### config.mk
export PLATFORM = sky130hd
export DESIGN_NAME = trace_serializer
export DESIGN_NICKNAME = d
export VERILOG_FILES = /design/src/rtl/trace_ser_pkg.sv /design/src/rtl/ts_event_filter.sv /design/src/rtl/ts_trace_fifo.sv /design/src/rtl/ts_nibble_shifter.sv /design/src/rtl/trace_serializer.sv
export SDC_FILE = /design/constraint.sdc
export NUM_CORES = 1
export LEC_CHECK = 0
export ABC_CLOCK_PERIOD_IN_PS = 6600
export BUFFER_PORTS_ARGS = -buffer_cell sky130_fd_sc_hd__buf_2
export CAP_MARGIN = 20
export CELL_PAD_IN_SITES_DETAIL_PLACEMENT = 0
export CELL_PAD_IN_SITES_GLOBAL_PLACEMENT = 1
export CORE_AREA = 2 2 138 140
export CTS_BUF_LIST = sky130_fd_sc_hd__clkbuf_4 sky130_fd_sc_hd__clkbuf_8
export CTS_CLUSTER_SIZE = 14
export DETAILED_ROUTE_END_ITERATION = 8
export DIE_AREA = 0 0 140 142
export GPL_TIMING_DRIVEN = 0
export PLACE_DENSITY = 0.89
export SYNTH_ARGS = -nofsm -noshare
export SYNTH_HDL_FRONTEND = slang
export SYNTH_SLANG_ARGS = --single-unit
### constraint.sdc
create_clock -name clk_i -period 6.6 [get_ports clk_i]
set_input_delay 1.32 -clock clk_i [delete_from_list [all_inputs] [get_ports clk_i]]
set_output_delay 1.32 -clock clk_i [all_outputs]
set_load 0.03 [all_outputs]
### src/rtl/trace_ser_pkg.sv
package trace_ser_pkg;
  parameter int unsigned DATA_W   = 32;
  parameter int unsigned NIB_W    = 4;
  parameter int unsigned NIBS_MAX = DATA_W / NIB_W;
  parameter int unsigned CNT_W    = $clog2(NIBS_MAX + 1);

  typedef enum logic [1:0] {
    CAP_NONE = 2'b00,
    CAP_WR   = 2'b01,
    CAP_RD   = 2'b10,
    CAP_ALL  = 2'b11
  } cap_mode_e;

  typedef enum logic [1:0] {
    SZ_BYTE = 2'b00,
    SZ_WORD = 2'b01,
    SZ_LONG = 2'b10,
    SZ_RSVD = 2'b11
  } op_size_e;

  typedef struct packed {
    logic [DATA_W-1:0] data;
    logic [CNT_W-1:0]  nibs;
  } trace_item_t;
endpackage

### src/rtl/ts_event_filter.sv
module ts_event_filter
  import trace_ser_pkg::*;
(
  input  logic [1:0]        cap_mode_i,
  input  logic [1:0]        br_bytes_i,
  input  logic              mem_valid_i,
  input  logic              mem_write_i,
  input  logic [1:0]        mem_size_i,
  input  logic [DATA_W-1:0] mem_data_i,
  input  logic              br_valid_i,
  input  logic [DATA_W-1:0] br_target_i,
  output logic              mem_push_o,
  output trace_item_t       mem_item_o,
  output logic              br_push_o,
  output trace_item_t       br_item_o
);
  logic             dir_ok;
  logic [CNT_W-1:0] mem_nibs;
  logic [CNT_W-1:0] br_nibs;

  always_comb begin
    unique case (cap_mode_e'(cap_mode_i))
      CAP_NONE: dir_ok = 1'b0;
      CAP_WR:   dir_ok = mem_write_i;
      CAP_RD:   dir_ok = ~mem_write_i;
      default:  dir_ok = 1'b1;
    endcase
  end

  // operand bits / nibble width; reserved size yields zero
  always_comb begin
    unique case (op_size_e'(mem_size_i))
      SZ_BYTE: mem_nibs = CNT_W'(8 / NIB_W);
      SZ_WORD: mem_nibs = CNT_W'(16 / NIB_W);
      SZ_LONG: mem_nibs = CNT_W'(32 / NIB_W);
      default: mem_nibs = '0;
    endcase
  end

  // code n>0 selects n+1 low bytes
  always_comb begin
    if (br_bytes_i == 2'b00) br_nibs = '0;
    else br_nibs = CNT_W'((32'(br_bytes_i) + 32'd1) * 8 / NIB_W);
  end

  assign mem_push_o      = mem_valid_i && dir_ok && (mem_nibs != '0);
  assign mem_item_o.data = mem_data_i;
  assign mem_item_o.nibs = mem_nibs;
  assign br_push_o       = br_valid_i && (br_nibs != '0);
  assign br_item_o.data  = br_target_i;
  assign br_item_o.nibs  = br_nibs;
endmodule

### src/rtl/ts_trace_fifo.sv
module ts_trace_fifo
  import trace_ser_pkg::*;
#(
  parameter int unsigned DEPTH = 4
) (
  input  logic        clk_i,
  input  logic        rst_ni,
  input  logic        push_a_i,
  input  trace_item_t item_a_i,
  input  logic        push_b_i,
  input  trace_item_t item_b_i,
  input  logic        pop_i,
  output trace_item_t head_o,
  output logic        empty_o,
  output logic        overflow_o
);
  localparam int unsigned PTR_W  = (DEPTH > 1) ? $clog2(DEPTH) : 1;
  localparam int unsigned OCC_W  = $clog2(DEPTH + 1);

  trace_item_t      mem_q [DEPTH];
  logic [PTR_W-1:0] wr_q, rd_q, wr_b_ptr;
  logic [OCC_W-1:0] occ_q, free;
  logic             acc_a, acc_b, drop;

  function automatic logic [PTR_W-1:0] ptr_inc(input logic [PTR_W-1:0] p);
    return (p == PTR_W'(DEPTH - 1)) ? '0 : p + 1'b1;
  endfunction

  // no credit taken for a same-cycle pop
  assign free     = OCC_W'(DEPTH) - occ_q;
  assign acc_a    = push_a_i && (free != '0);
  assign acc_b    = push_b_i && (free > (acc_a ? OCC_W'(1) : OCC_W'(0)));
  assign drop     = (push_a_i && !acc_a) || (push_b_i && !acc_b);
  assign wr_b_ptr = acc_a ? ptr_inc(wr_q) : wr_q;

  always_ff @(posedge clk_i) begin
    if (acc_a) mem_q[wr_q]     <= item_a_i;
    if (acc_b) mem_q[wr_b_ptr] <= item_b_i;
  end

  always_ff @(posedge clk_i or negedge rst_ni) begin
    if (!rst_ni) begin
      wr_q       <= '0;
      rd_q       <= '0;
      occ_q      <= '0;
      overflow_o <= 1'b0;
    end else begin
      if (acc_b)      wr_q <= ptr_inc(wr_b_ptr);
      else if (acc_a) wr_q <= ptr_inc(wr_q);
      if (pop_i) rd_q <= ptr_inc(rd_q);
      occ_q      <= occ_q + OCC_W'(acc_a) + OCC_W'(acc_b) - OCC_W'(pop_i);
      overflow_o <= drop;
    end
  end

  assign head_o  = mem_q[rd_q];
  assign empty_o = (occ_q == '0);

  AST_FIFO_BOUND: assert property (@(posedge clk_i) disable iff (!rst_ni)
    occ_q <= OCC_W'(DEPTH));
  AST_OVF_NEAR_FULL: assert property (@(posedge clk_i) disable iff (!rst_ni)
    overflow_o |-> ($past(occ_q) >= OCC_W'(DEPTH - 1)));
  AST_NO_POP_EMPTY: assert property (@(posedge clk_i) disable iff (!rst_ni)
    pop_i |-> (occ_q != '0));
endmodule

### src/rtl/ts_nibble_shifter.sv
module ts_nibble_shifter
  import trace_ser_pkg::*;
(
  input  logic             clk_i,
  input  logic             rst_ni,
  input  logic             empty_i,
  input  trace_item_t      head_i,
  output logic             pop_o,
  output logic [NIB_W-1:0] nib_o,
  output logic             vld_o
);
  logic [DATA_W-1:0] sh_q;
  logic [CNT_W-1:0]  left_q;

  // reload on the last nibble so items join without a gap
  assign pop_o = !empty_i && (left_q <= CNT_W'(1));

  always_ff @(posedge clk_i or negedge rst_ni) begin
    if (!rst_ni) begin
      sh_q   <= '0;
      left_q <= '0;
    end else if (pop_o) begin
      sh_q   <= head_i.data;
      left_q <= head_i.nibs;
    end else if (left_q != '0) begin
      sh_q   <= sh_q >> NIB_W;
      left_q <= left_q - 1'b1;
    end
  end

  assign vld_o = (left_q != '0);
  assign nib_o = vld_o ? sh_q[NIB_W-1:0] : '0;

  AST_SHIFT_STEP: assert property (@(posedge clk_i) disable iff (!rst_ni)
    (left_q > CNT_W'(1)) |=> (sh_q[NIB_W-1:0] == $past(sh_q[2*NIB_W-1:NIB_W])));
  AST_COUNT_DOWN: assert property (@(posedge clk_i) disable iff (!rst_ni)
    (left_q > CNT_W'(1)) |=> (left_q == $past(left_q) - 1'b1));
  AST_NO_EMPTY_ITEM: assert property (@(posedge clk_i) disable iff (!rst_ni)
    pop_o |-> (head_i.nibs != '0));
endmodule

### src/rtl/trace_serializer.sv
module trace_serializer
  import trace_ser_pkg::*;
#(
  parameter int unsigned FIFO_DEPTH = 4
) (
  input  logic        clk_i,
  input  logic        rst_ni,
  input  logic [1:0]  cap_mode_i,
  input  logic [1:0]  br_bytes_i,
  input  logic        mem_valid_i,
  input  logic        mem_write_i,
  input  logic [1:0]  mem_size_i,
  input  logic [31:0] mem_data_i,
  input  logic        br_valid_i,
  input  logic [31:0] br_target_i,
  output logic [3:0]  trace_nib_o,
  output logic        trace_vld_o,
  output logic        busy_o,
  output logic        overflow_o
);
  logic        mem_push, br_push, pop, empty;
  trace_item_t mem_item, br_item, head;

  ts_event_filter u_filter (
    .cap_mode_i  (cap_mode_i),
    .br_bytes_i  (br_bytes_i),
    .mem_valid_i (mem_valid_i),
    .mem_write_i (mem_write_i),
    .mem_size_i  (mem_size_i),
    .mem_data_i  (mem_data_i),
    .br_valid_i  (br_valid_i),
    .br_target_i (br_target_i),
    .mem_push_o  (mem_push),
    .mem_item_o  (mem_item),
    .br_push_o   (br_push),
    .br_item_o   (br_item)
  );

  // port a takes the access so it precedes a same-cycle branch
  ts_trace_fifo #(.DEPTH(FIFO_DEPTH)) u_fifo (
    .clk_i      (clk_i),
    .rst_ni     (rst_ni),
    .push_a_i   (mem_push),
    .item_a_i   (mem_item),
    .push_b_i   (br_push),
    .item_b_i   (br_item),
    .pop_i      (pop),
    .head_o     (head),
    .empty_o    (empty),
    .overflow_o (overflow_o)
  );

  ts_nibble_shifter u_shift (
    .clk_i   (clk_i),
    .rst_ni  (rst_ni),
    .empty_i (empty),
    .head_i  (head),
    .pop_o   (pop),
    .nib_o   (trace_nib_o),
    .vld_o   (trace_vld_o)
  );

  assign busy_o = trace_vld_o || !empty;

  AST_OVF_NEEDS_EVENT: assert property (@(posedge clk_i) disable iff (!rst_ni)
    overflow_o |-> $past(mem_valid_i || br_valid_i));
  AST_IDLE_AFTER_QUIET: assert property (@(posedge clk_i) disable iff (!rst_ni)
    (!busy_o && !mem_valid_i && !br_valid_i) |=> !trace_vld_o);
endmodule

==> results of run 1 <==
layer usage:
| layer | up-vias | wire [um] |
|---|---|---|
| met3 | 32 | 814 |
| met1 | 2746 | 7994 |
| met2 | 132 | 10990 |
| li1 | 2465 | - |
| met5 | - | 0 |
| met4 | 0 | 331 |
state kept, by name (all words and copies together) (netlist names):
signal	flops
u_fifo.mem_q	140
u_fifo.occ_q	3
u_fifo.overflow_o	1
u_fifo.rd_q	2
u_fifo.wr_q	2
u_shift.left_q	4
u_shift.sh_q	32
critical path: stages:
cell and delay (ns):
buf_2 0.13, a21bo_2 0.25, nor3_2 0.44, mux2i_1 0.44
inv_1 0.12, ha_1 0.27, o21ai_4 0.20, buf_6 0.25
nand2_2 0.32, buf_12 0.30
power by group through the flow:
stage | combinational [mW] | sequential (mW) | clock, mW
final | 1.88 | 1.88 | 0.721
after global routing | 2.04 | 1.91 | 0.766
after CTS | 1.90 | 1.88 | 0.731
after detailed placement | 1.89 | 1.90 | 0
after global placement | 1.78 | 1.90 | 0
after floorplan | 1.36 | 1.86 | 0
placed cells by master (no fill, tap or decap), types with 2 or more instances in the layout:
cell type / count
ha_1: 18
buf_12: 5
inv_6: 3
clkbuf_1: 14
clkinv_2: 2
nand2_2: 4
buf_2: 88
nor2b_1: 5
dfrtp_1: 44
a21oi_1: 5
xnor2_1: 4
o21ai_4: 4
clkbuf_4: 2
clkinv_4: 3
mux2_2: 128
mux2i_1: 39
nor2_1: 9
buf_6: 12
nand3_1: 4
fa_1: 2
nand2b_1: 3
inv_1: 18
mux4_2: 35
nor3_1: 2
mux2_1: 5
edfxtp_1: 140
clkbuf_8: 17
o21ai_0: 29
clkinvlp_4: 4
nand2_1: 46
cell families after synthesis:
| logic type | synth area share (%) |
|---|---|
| AO/OA/AOI/OAI | 3.275 |
| XOR/XNOR | 0.4736 |
| adder cells (fa/ha/maj) | 2.869 |
| buffers and inverters | 3.261 |
| flip-flops | 57.37 |
| multiplexers | 28.94 |
| AND/OR/NAND/NOR | 3.803 |
metrics by stage:
step / hold WS [ns] / power (mW)
after detailed placement: 0.4867 / 3.795
final: 0.5217 / 4.478
after global placement: 0.4906 / 3.678
after CTS: 0.5272 / 4.508
after floorplan: 0.4659 / 3.217
after global routing: 0.5464 / 4.718
area by class of cell:
cell class                      count  area (um2)
Fill cell                        1419        8029
Sequential cell                   184        5305
Multi-Input combinational cell    358        3650
Timing Repair Buffer               86       505.5
Tap cell                          234       292.8
Clock buffer                       19       249.0
Buffer                             35       234.0
Clock inverter                     13       122.6
Inverter                           18       67.56
worst paths after layout:
kind,from,end,slack (ns),cells after the start
worst max-delay path,mem_size_i[0],u_fifo.mem_q[3][21],2.75,10
worst min-delay path,u_shift.sh_q[30],u_shift.sh_q[30],0.52,2
worst max register to register,u_fifo.occ_q[0],u_fifo.mem_q[3][21],2.93,11
worst min register to register,u_shift.sh_q[30],u_shift.sh_q[30],0.52,2
max in group asynchronous,rst_ni,u_shift.sh_q[5],5.42,2
min in group asynchronous,rst_ni,u_fifo.wr_q[1],0.69,1
==> summary.txt, run 1 <==
Status
  – Status: finished, violations left
  – Violated checks: design-rule violations

Synth
  – #FFs+latches synth: between 150 and 200
  – Synth area leaders: edfxtp_1 (45%), mux2_2 (16%), dfrtp_1 (12%)
  – Primary FF master, synth: edfxtp_1
  – Synth area leader: edfxtp_1
  – Post-synthesis sequential area ratio: a little under three fifths
  – Synth cell count leaders: edfxtp_1 (140), mux2_2 (128), nand2_1 (50), dfrtp_1 (44), mux2i_1 (39)
  – Share of the synthesized area in the top cell type: 45.47%
  – Syn_area_per_cell: 15.54 um2
  – Post-synth cell types: 40
  – Post-synth EDFFs: 140
  – Async set-reset flop share out of synthesis: about a quarter
  – Yosys warns: 0
  – Mapped Cells: 595
  – Most instantiated library cell after synthesis: edfxtp_1
  – Syn nets: 690
  – Cell area after synthesis: approximately 9000 um2

Detailed routing
  – Detail Route Antenna Nets: 0
  – DRC viols: 3
  – DR iter-0 viols: 390
  – DR vias: 5375
  – Pre-antenna DRT Iters: 7
  – Via density: 5.676
  – Post-DR wirelength/cell: approximately 21 um
  – Final wirelength: ~20000 um

Global route
  – First-pass GRT wire length: about 31000 um
  – Largest net degree at the start of global routing: 45
  – Gr usage total: 20.99%
  – Met3 Track Usage GR: 4.038%
  – Remaining global-route overflow: 0
  – Vias in the first global route: 5935
  – GR Util met2: 37.88%
  – Met1 global-route usage: 24.72%
  – Initial antenna violation count: 0
  – Most used routing layer: met2

Final layout
  – Syn-to-layout area delta: 12.76%
  – Finished Cell Area: 10430 um2
  – Share of layout cells above drive strength 1: 43.76%
  – Ant. Diodes: 0
  – Post-route core utilization: 56.49%
  – Post-Layout Cell Count: 947
  – Fin nets: 795

Power
  – Clock power share: 16.1%
  – Pwr Density: 429.5 nW/um2
  – Reg power frac: 41.9%
  – LEAKAGE: about 4 nW
  – Switching share of power: a little over a third
  – P_int: 2.901 mW
  – P_sw: 1.577 mW
  – Proportion of power drawn by combinational gates: 42.0%
  – Maximum vdd drop: 0.1959 mV

CTS
  – CTS buffer count: 17
  – Cts repair resizes: 0
  – Sink Count: 184
  – TritonCTS clock tree: yes
  – CTS Hold Buffers Added: 0
  – Deepest clock path buffer count: 2
  – Insertion delay to the later sink of the worst-skew pair: between 0.4 and 0.5 ns
  – Worst-path clk slew: 0.09 ns
  – Htree depth: 4
  – Root Buffer Master: clkbuf_8
  – Post-CTS Setup Bufs: 0

Floorplan
  – Die area: a little under 20000 um2
  – Die W: between 100 and 150 um
  – Initial Utilization: between 50% and 60%
  – Core ar.: 18460 um2
  – IO Count: around 80
  – Die Y: between 100 and 150 um
  – Cell row count: 50

Worst setup path
  – CP Class: primary input to register
  – CP max FO: 21
  – CP endpoint kind: register
  – Worst endpoint required time: 6.82 ns
  – Startpoint Class: primary input
  – Crit path arrival time: ~4.1 ns

Place
  – Number of buffers added on ports: 81
  – Placed Cells: 914
  – Placed instance area: 10030 um2
  – DPL Wire Length: 13770 um
  – Pre-CTS WS: 2.289 ns
  – RePlAce Congestion: 0.7619

STA
  – Final Hold Fails: 0
  – Setup tns final: 0 ns
  – Clock skew: about 0.01 ns
  – Tmin final: 3.850 ns
  – Max_slew headroom: around 48%
  – Final period util: 58.34%
  – FMAX: 259.7 MHz
  – Final worst slack: 2.750 ns
  – Worst Max-Slew Pin Slew: 0.7792 ns
  – Final setup vio count: 0
  – RSZ-0062 raised after global routing: no
  – Count of pins over their slew limit: 0

Min path
  – Worst hold path class: register to register

Run
  – Maximum Capacitance Violations: 0
Power figures use the tool's default switching activity.
==> inputs of run 2 (changes only) <==
--- a/config.mk
+++ b/config.mk
@@ -5,18 +5,18 @@
 export SDC_FILE = /design/constraint.sdc
 export NUM_CORES = 1
 export LEC_CHECK = 0
-export ABC_CLOCK_PERIOD_IN_PS = 6600
+export ABC_CLOCK_PERIOD_IN_PS = 3400
 export BUFFER_PORTS_ARGS = -buffer_cell sky130_fd_sc_hd__buf_2
 export CAP_MARGIN = 20
 export CELL_PAD_IN_SITES_DETAIL_PLACEMENT = 0
 export CELL_PAD_IN_SITES_GLOBAL_PLACEMENT = 1
-export CORE_AREA = 2 2 138 140
+export CORE_AREA = 2 2 144 146
 export CTS_BUF_LIST = sky130_fd_sc_hd__clkbuf_4 sky130_fd_sc_hd__clkbuf_8
 export CTS_CLUSTER_SIZE = 14
 export DETAILED_ROUTE_END_ITERATION = 8
-export DIE_AREA = 0 0 140 142
+export DIE_AREA = 0 0 146 148
 export GPL_TIMING_DRIVEN = 0
-export PLACE_DENSITY = 0.89
+export PLACE_DENSITY = 0.86
 export SYNTH_ARGS = -nofsm -noshare
 export SYNTH_HDL_FRONTEND = slang
 export SYNTH_SLANG_ARGS = --single-unit
==> constraint.sdc (replaced) <==
create_clock -name clk_i -period 3.4 [get_ports clk_i]
set_input_delay 0.68 -clock clk_i [delete_from_list [all_inputs] [get_ports clk_i]]
set_output_delay 0.68 -clock clk_i [all_outputs]
set_load 0.03 [all_outputs]
==> run 2 against run 1 <==
Compared with the run above: the flow now finishes without violations; first-iteration DRC count decreased by 15%; critical path depth increased by 2; clock-buffer cell count unchanged; worst setup slack got worse by 2.6 ns; wire length increased by 0.88%; utilization decreased by 3.4 points; highest routed layer unchanged; clock skew increased by 0.0028 ns; final cell count increased by 4.2%; die area increased by 8.7%.
==> summary.txt, run 2 (synthesized netlist as in run 1, its figures left out) <==
Final layout
  – Share of layout cells above drive strength 1: 44.77%
  – Finished Cell Area: 10640 um2
  – Commonest non-fill, non-tap cell in the layout: edfxtp_1
  – Area of the multi-input gates: 3692 um2
  – Top reg by flops: u_fifo.mem_q
  – Post-route core utilization: 53.12%
  – Most frequent cells in the layout: edfxtp_1 (140), mux2_2 (128), buf_2 (88), nand2_1 (46), dfrtp_1 (44)
  – Fin nets: 799
  – Ant. Diodes: 0
  – Biggest regs: u_fifo.mem_q: 140 flops, u_shift.sh_q: 32 flops, u_shift.left_q: 4 flops
  – Syn-to-layout area delta: 15.12%
  – Max reg flops: 140
  – Reg area: 5305 um2
  – Fill cells: ~1700

CTS
  – CTS buffer count: 17
  – Insertion delay to the later sink of the worst-skew pair: 0.47 ns
  – Sink Count: 184
  – Root Buffer Master: clkbuf_8
  – Htree depth: 4
  – Worst-path clk slew: ~0.090 ns
  – Deepest clock path buffer count: 2
  – TritonCTS clock tree: yes

STA
  – Clock skew: 0.01282 ns
  – Worst Max-Slew Pin Slew: 0.7021 ns
  – Final period util: a little over nine tenths
  – FMAX: 309.8 MHz
  – RSZ-0062 raised after global routing: no
  – Count of pins over their slew limit: 0
  – Final Hold Fails: 0
  – Final setup vio count: 0
  – Tmin final: 3.228 ns
  – Max_slew headroom: 53.19%

Floorplan
  – Initial Utilization: 46.14%
  – Core ar.: 20040 um2
  – Cell row count: 52
  – Die Y: 148 um
  – IO Count: 82
  – Die W: around 150 um
  – Die area: 21610 um2

Power
  – P_int: just under 6 mW
  – Switching share of power: 34.71%
  – Proportion of power drawn by combinational gates: 42.1%
  – Maximum vdd drop: 0.3964 mV
  – Reg power frac: 40.6%
  – Clock power share: 17.4%
  – Pwr Density: approximately 840 nW/um2
  – LEAKAGE: 4.020 nW
  – P_sw: about 3.1 mW

Global route
  – First-pass GRT wire length: about 32000 um
  – Vias in the first global route: 5934
  – Initial antenna violation count: 0
  – Gr usage total: 19.58%
  – Remaining global-route overflow: 0
  – Largest net degree at the start of global routing: between 40 and 50

Worst setup path
  – Worst endpoint required time: 3.61 ns
  – WP buf/inv: 5
  – Crit path arrival time: 3.44 ns
  – CP endpoint kind: register
  – CP Class: register to register
  – CP max FO: 19
  – Most used cell, CP: ha_1
  – Startpoint Class: register
  – Worst path slowest cell: dfrtp_1
  – Critical-path cell list: inv_1 > ha_1 > ha_1 > nor3_4 > buf_12 > mux2i_2 > inv_1 > ha_1 > o21ai_4 > buf_6 > nand2_4 > buf_16
  – Max incr delay on CP: 0.41 ns
  – Largest delay share family, worst path: buffers and inverters

Place
  – Number of buffers added on ports: 81
  – Placed instance area: 10110 um2
  – RePlAce Congestion: 0.8254
  – DPL Wire Length: 13730 um

Status
  – Status: completed

Detailed routing
  – DR iter-0 viols: 332
  – Final wirelength: ~20000 um
  – Post-DR wirelength/cell: 20.57 um
  – DR vias: roughly 5500
  – Pre-antenna DRT Iters: 5
  – DRC viols: 0
  – Via density: roughly 5.5
  – Detail Route Antenna Nets: 0

Run
  – Maximum Capacitance Violations: 0

Min path
  – Worst hold path class: register to register
[run 2: layout make-up]
class / count / share of cell area, %
timing repair buffer: 90 / 5.454
inverter: 18 / 0.6348
buffer: 35 / 2.257
clock inverter: 13 / 1.610
tap: 270 / 3.174
multi-input combinational: 358 / 34.69
sequential: 184 / 49.84
clock buffer: 19 / 2.339
[run 2: through the flow]
stage | total power [mW] | setup slack [ns] | TNS (ns) | hold slack [ns] | instances
after global placement | 7.153 | -1.161 | -152.38 | 0.4907 | 946
after CTS | 8.986 | 0.002630 | 0 | 0.4113 | 982
after floorplan | 6.245 | 0.008696 | 0 | 0.3844 | 595
after global routing | 9.467 | 0.01419 | 0 | 0.5183 | 987
after detailed placement | 7.419 | -0.3452 | -27.89 | 0.4910 | 950
final | 8.956 | 0.1721 | 0 | 0.5190 | 987
[run 2: timing repair]
action                                 4_1_cts  5_1_grt
hold buffers                                 0        1
setup buffers                                0        3
setup endpoints to repair                  158       92
pin swaps                                    0        1
endpoints found under the hold margin        0        3
gates resized for setup                      7       10
cloned                                       0        0
[run 2: layer usage]
| layer | wire (um) | track usage, % |
|---|---|---|
| met5 | 0 | 0 |
| met3 | 682 | 3.796 |
| met4 | 346 | 6.990 |
| met2 | 10890 | 35.19 |
| met1 | 8389 | 23.63 |
[run 2: worst register-to-register path: stages (launching register included)]
cell and delay [ns]:
dfrtp_1 0.41, inv_1 0.10, ha_1 0.23, ha_1 0.28, nor3_4 0.20, buf_12 0.15
mux2i_2 0.29, inv_1 0.10, ha_1 0.24, o21ai_4 0.20, buf_6 0.27, nand2_4 0.23
buf_16 0.25
[run 2: power groups by stage]
stage | clock [mW] | sequential, mW | combinational, mW
4_1_cts | 1.57 | 3.63 | 3.78
3_5_place_dp | 0 | 3.69 | 3.73
3_3_place_gp | 0 | 3.68 | 3.47
2_1_floorplan | 0 | 3.61 | 2.63
6_report | 1.56 | 3.63 | 3.77
5_1_grt | 1.67 | 3.70 | 4.10
[run 2: worst paths after layout]
kind                             startpoint                   to  slack (ns)  depth (start not counted)
hold / removal             u_shift.sh_q[31]     u_shift.sh_q[31]        0.52                          2
max in group asynchronous            rst_ni     u_shift.sh_q[31]        2.37                          3
hold reg to reg            u_shift.sh_q[31]     u_shift.sh_q[31]        0.52                          2
min in group asynchronous            rst_ni       u_fifo.wr_q[1]        0.57                          2
setup / recovery            u_fifo.occ_q[0]  u_fifo.mem_q[3][19]        0.17                         12
setup reg to reg            u_fifo.occ_q[0]  u_fifo.mem_q[3][19]        0.17                         12
==> inputs of run 3 (changes only) <==
--- a/config.mk
+++ b/config.mk
@@ -10,13 +10,14 @@
 export CAP_MARGIN = 20
 export CELL_PAD_IN_SITES_DETAIL_PLACEMENT = 0
 export CELL_PAD_IN_SITES_GLOBAL_PLACEMENT = 1
-export CORE_AREA = 2 2 144 146
+export CORE_AREA = 2 2 160 131
 export CTS_BUF_LIST = sky130_fd_sc_hd__clkbuf_4 sky130_fd_sc_hd__clkbuf_8
 export CTS_CLUSTER_SIZE = 14
 export DETAILED_ROUTE_END_ITERATION = 8
-export DIE_AREA = 0 0 146 148
+export DIE_AREA = 0 0 162 133
 export GPL_TIMING_DRIVEN = 0
 export PLACE_DENSITY = 0.86
+export SETUP_SLACK_MARGIN = 0.5
 export SYNTH_ARGS = -nofsm -noshare
 export SYNTH_HDL_FRONTEND = slang
 export SYNTH_SLANG_ARGS = --single-unit
==> run 3 against run 2 <==
Compared with the run above: sequential power about the same; global-route usage grew 1.4 points; flip-flop and latch count unchanged; via count grew 0.86%; critical endpoint is now u_fifo.mem_q[0][31]; fmax up 15%; clock power down 9.6%; non-clock buffer count increased by 8; sequential share of layout area is 0.69 points lower; cell area is 1.4% higher; hold slack lost 0.48 ns; first-iteration DRC count grew 24%; wire length increased by 8.0%; largest cell class unchanged.
==> summary.txt, run 3 (synthesized netlist as in run 1, its figures left out) <==
Floorplan
  – Die area: ~22000 um2
  – Cell row count: 47
  – IO Count: 82
  – Core ar.: 20110 um2
  – Initial Utilization: 45.97%
  – Die W: 162 um
  – Die Y: 133 um

Place
  – DPL Wire Length: 13330 um
  – Placed instance area: 10020 um2
  – Pre-CTS WS: -0.2078 ns
  – Placed Cells: around 950
  – RePlAce Congestion: 0.7862
  – Number of buffers added on ports: 81

CTS
  – TritonCTS clock tree: yes
  – Root Buffer Master: clkbuf_8
  – Worst-path clk slew: around 0.1 ns
  – Insertion delay to the later sink of the worst-skew pair: 0.47 ns
  – Deepest clock path buffer count: 2
  – Sink Count: ~180
  – Htree depth: 4
  – CTS buffer count: 17

Global route
  – Gr usage total: 20.98%
  – Vias in the first global route: 5916
  – Largest net degree at the start of global routing: 45
  – Remaining global-route overflow: 0
  – Initial antenna violation count: 0
  – First-pass GRT wire length: 33580 um

STA
  – Count of pins over their slew limit: 0
  – FMAX: 357.6 MHz
  – Final period util: 82.25%
  – Tmin final: 2.796 ns
  – Worst Max-Slew Pin Slew: ~0.80 ns
  – Final worst slack: 0.6035 ns
  – Final Hold Fails: 0
  – Max_slew headroom: 46.46%
  – Final setup vio count: 0
  – Setup tns final: 0 ns
  – Clock skew: 0.01410 ns
  – RSZ-0062 raised after global routing: yes
  – Hold Slack: 0.04304 ns

Final layout
  – Fin nets: roughly 810
  – Syn-to-layout area delta: 16.74%
  – Ant. Diodes: 0
  – Top reg by flops: u_fifo.mem_q
  – Most frequent cells in the layout: edfxtp_1 (140), mux2_2 (128), buf_2 (88), nand2_1 (46), dfrtp_1 (44)
  – Biggest regs: u_fifo.mem_q: 140 flops, u_shift.sh_q: 32 flops, u_shift.left_q: 4 flops
  – Fill cells: 1654
  – Max reg flops: 140
  – Reg area: 5305 um2
  – Finished Cell Area: 10790 um2
  – Share of layout cells above drive strength 1: ~47%
  – Post-Layout Cell Count: 998
  – Commonest non-fill, non-tap cell in the layout: edfxtp_1
  – Area of the multi-input gates: 3822 um2
  – Post-route core utilization: 53.67%

Detailed routing
  – Post-DR wirelength/cell: 21.96 um
  – Pre-antenna DRT Iters: 5
  – DR vias: 5524
  – Via density: 5.535
  – Detail Route Antenna Nets: 0
  – Final wirelength: ~22000 um
  – DR iter-0 viols: roughly 410
  – DRC viols: 0

Power
  – Total power: slightly above 9 mW
  – Pwr Density: 845.0 nW/um2
  – LEAKAGE: ~4.1 nW
  – Maximum vdd drop: 0.3965 mV

Status
  – Status: completed

Worst setup path
  – Critical-path cell list: inv_2 > ha_2 > ha_4 > nor3_4 > mux2i_2 > buf_4 > ha_1 > o21ai_4 > buf_6 > mux2_2
  – Worst R2R Setup Slack: ~0.60 ns
  – Startpoint Class: register
  – Worst endpoint required time: 3.62 ns
  – Worst path slowest cell: dfrtp_1
  – Max incr delay on CP: between 0.3 and 0.4 ns
  – CP Class: register to register
  – Worst R2R Path Depth: 10
  – WP buf/inv: 3
  – CP endpoint kind: register
  – CP max FO: 11
  – Worst r2r dst: u_fifo.mem_q[0][31]
  – Crit path arrival time: 3.02 ns
  – Critical R2R Launch: u_fifo.occ_q[0]
  – Largest delay share family, worst path: adder cells

Min path
  – Worst hold path class: primary input to async pin

Run
  – Maximum Capacitance Violations: 0
==> run 3: changes by cell type in the layout (fill, tap and decap cells not counted), sizes merged <==
| cell | before | now |
|---|---|---|
| buf | 110 | 119 |
| bufinv | 3 | 1 |
| clkinv | 7 | 4 |
| clkinvlp | 0 | 5 |
| dlygate4sd3 | 1 | 0 |
| nand2 | 50 | 54 |
==> run 3: final cells by class <==
class | instances | share of cell area, %
Sequential cell | 184 | 49.15
Multi-Input combinational cell | 362 | 35.41
Timing Repair Buffer | 98 | 5.599
Tap cell | 269 | 3.118
Buffer | 35 | 2.666
Clock buffer | 19 | 2.307
Clock inverter | 13 | 1.124
Inverter | 18 | 0.6259
==> run 3: power breakdown <==
| group | switching (mW) | internal, mW | total, mW |
|---|---|---|---|
| Clock | 0.812 | 0.601 | 1.41 |
| Sequential | 0.264 | 3.38 | 3.65 |
| Combinational | 2.23 | 1.83 | 4.06 |
==> run 3: what timing repair did <==
action	4_1_cts	5_1_grt
cloned	3	2
buffers inserted	12	3
gates resized for setup	24	16
pin swaps	6	2
endpoints found under the setup margin	288	271
hold buffers	0	0
==> run 3: worst max path at each step <==
stage	endpoint	cells after the start	from
after floorplan	u_fifo.mem_q[3][28]	10	u_fifo.occ_q[0]
after global placement	u_fifo.mem_q[3][20]	9	mem_size_i[0]
after detailed placement	u_fifo.mem_q[3][20]	9	mem_size_i[0]
after CTS	u_fifo.mem_q[0][30]	8	u_fifo.occ_q[0]
after global routing	busy_o	7	u_shift.left_q[0]
final	u_fifo.mem_q[0][31]	10	u_fifo.occ_q[0]
==> run 3: metal layers <==
metal	share of wire, %	wire length [um]	vias to the layer above	GRT usage [%]
met4	0.92	201	0	5.064
met1	45	9780	2843	28.45
li1	-	-	2516	-
met5	0	0	-	0
met2	50	10970	148	34.92
met3	4.4	970	17	4.389
==> run 3: worst reg2reg max path: stages (launching register included) <==
cell and delay (ns):
dfrtp_1 0.39, inv_2 0.07, ha_2 0.21, ha_4 0.19
nor3_4 0.30, mux2i_2 0.13, buf_4 0.16, ha_1 0.23
o21ai_4 0.20, buf_6 0.31, mux2_2 0.37
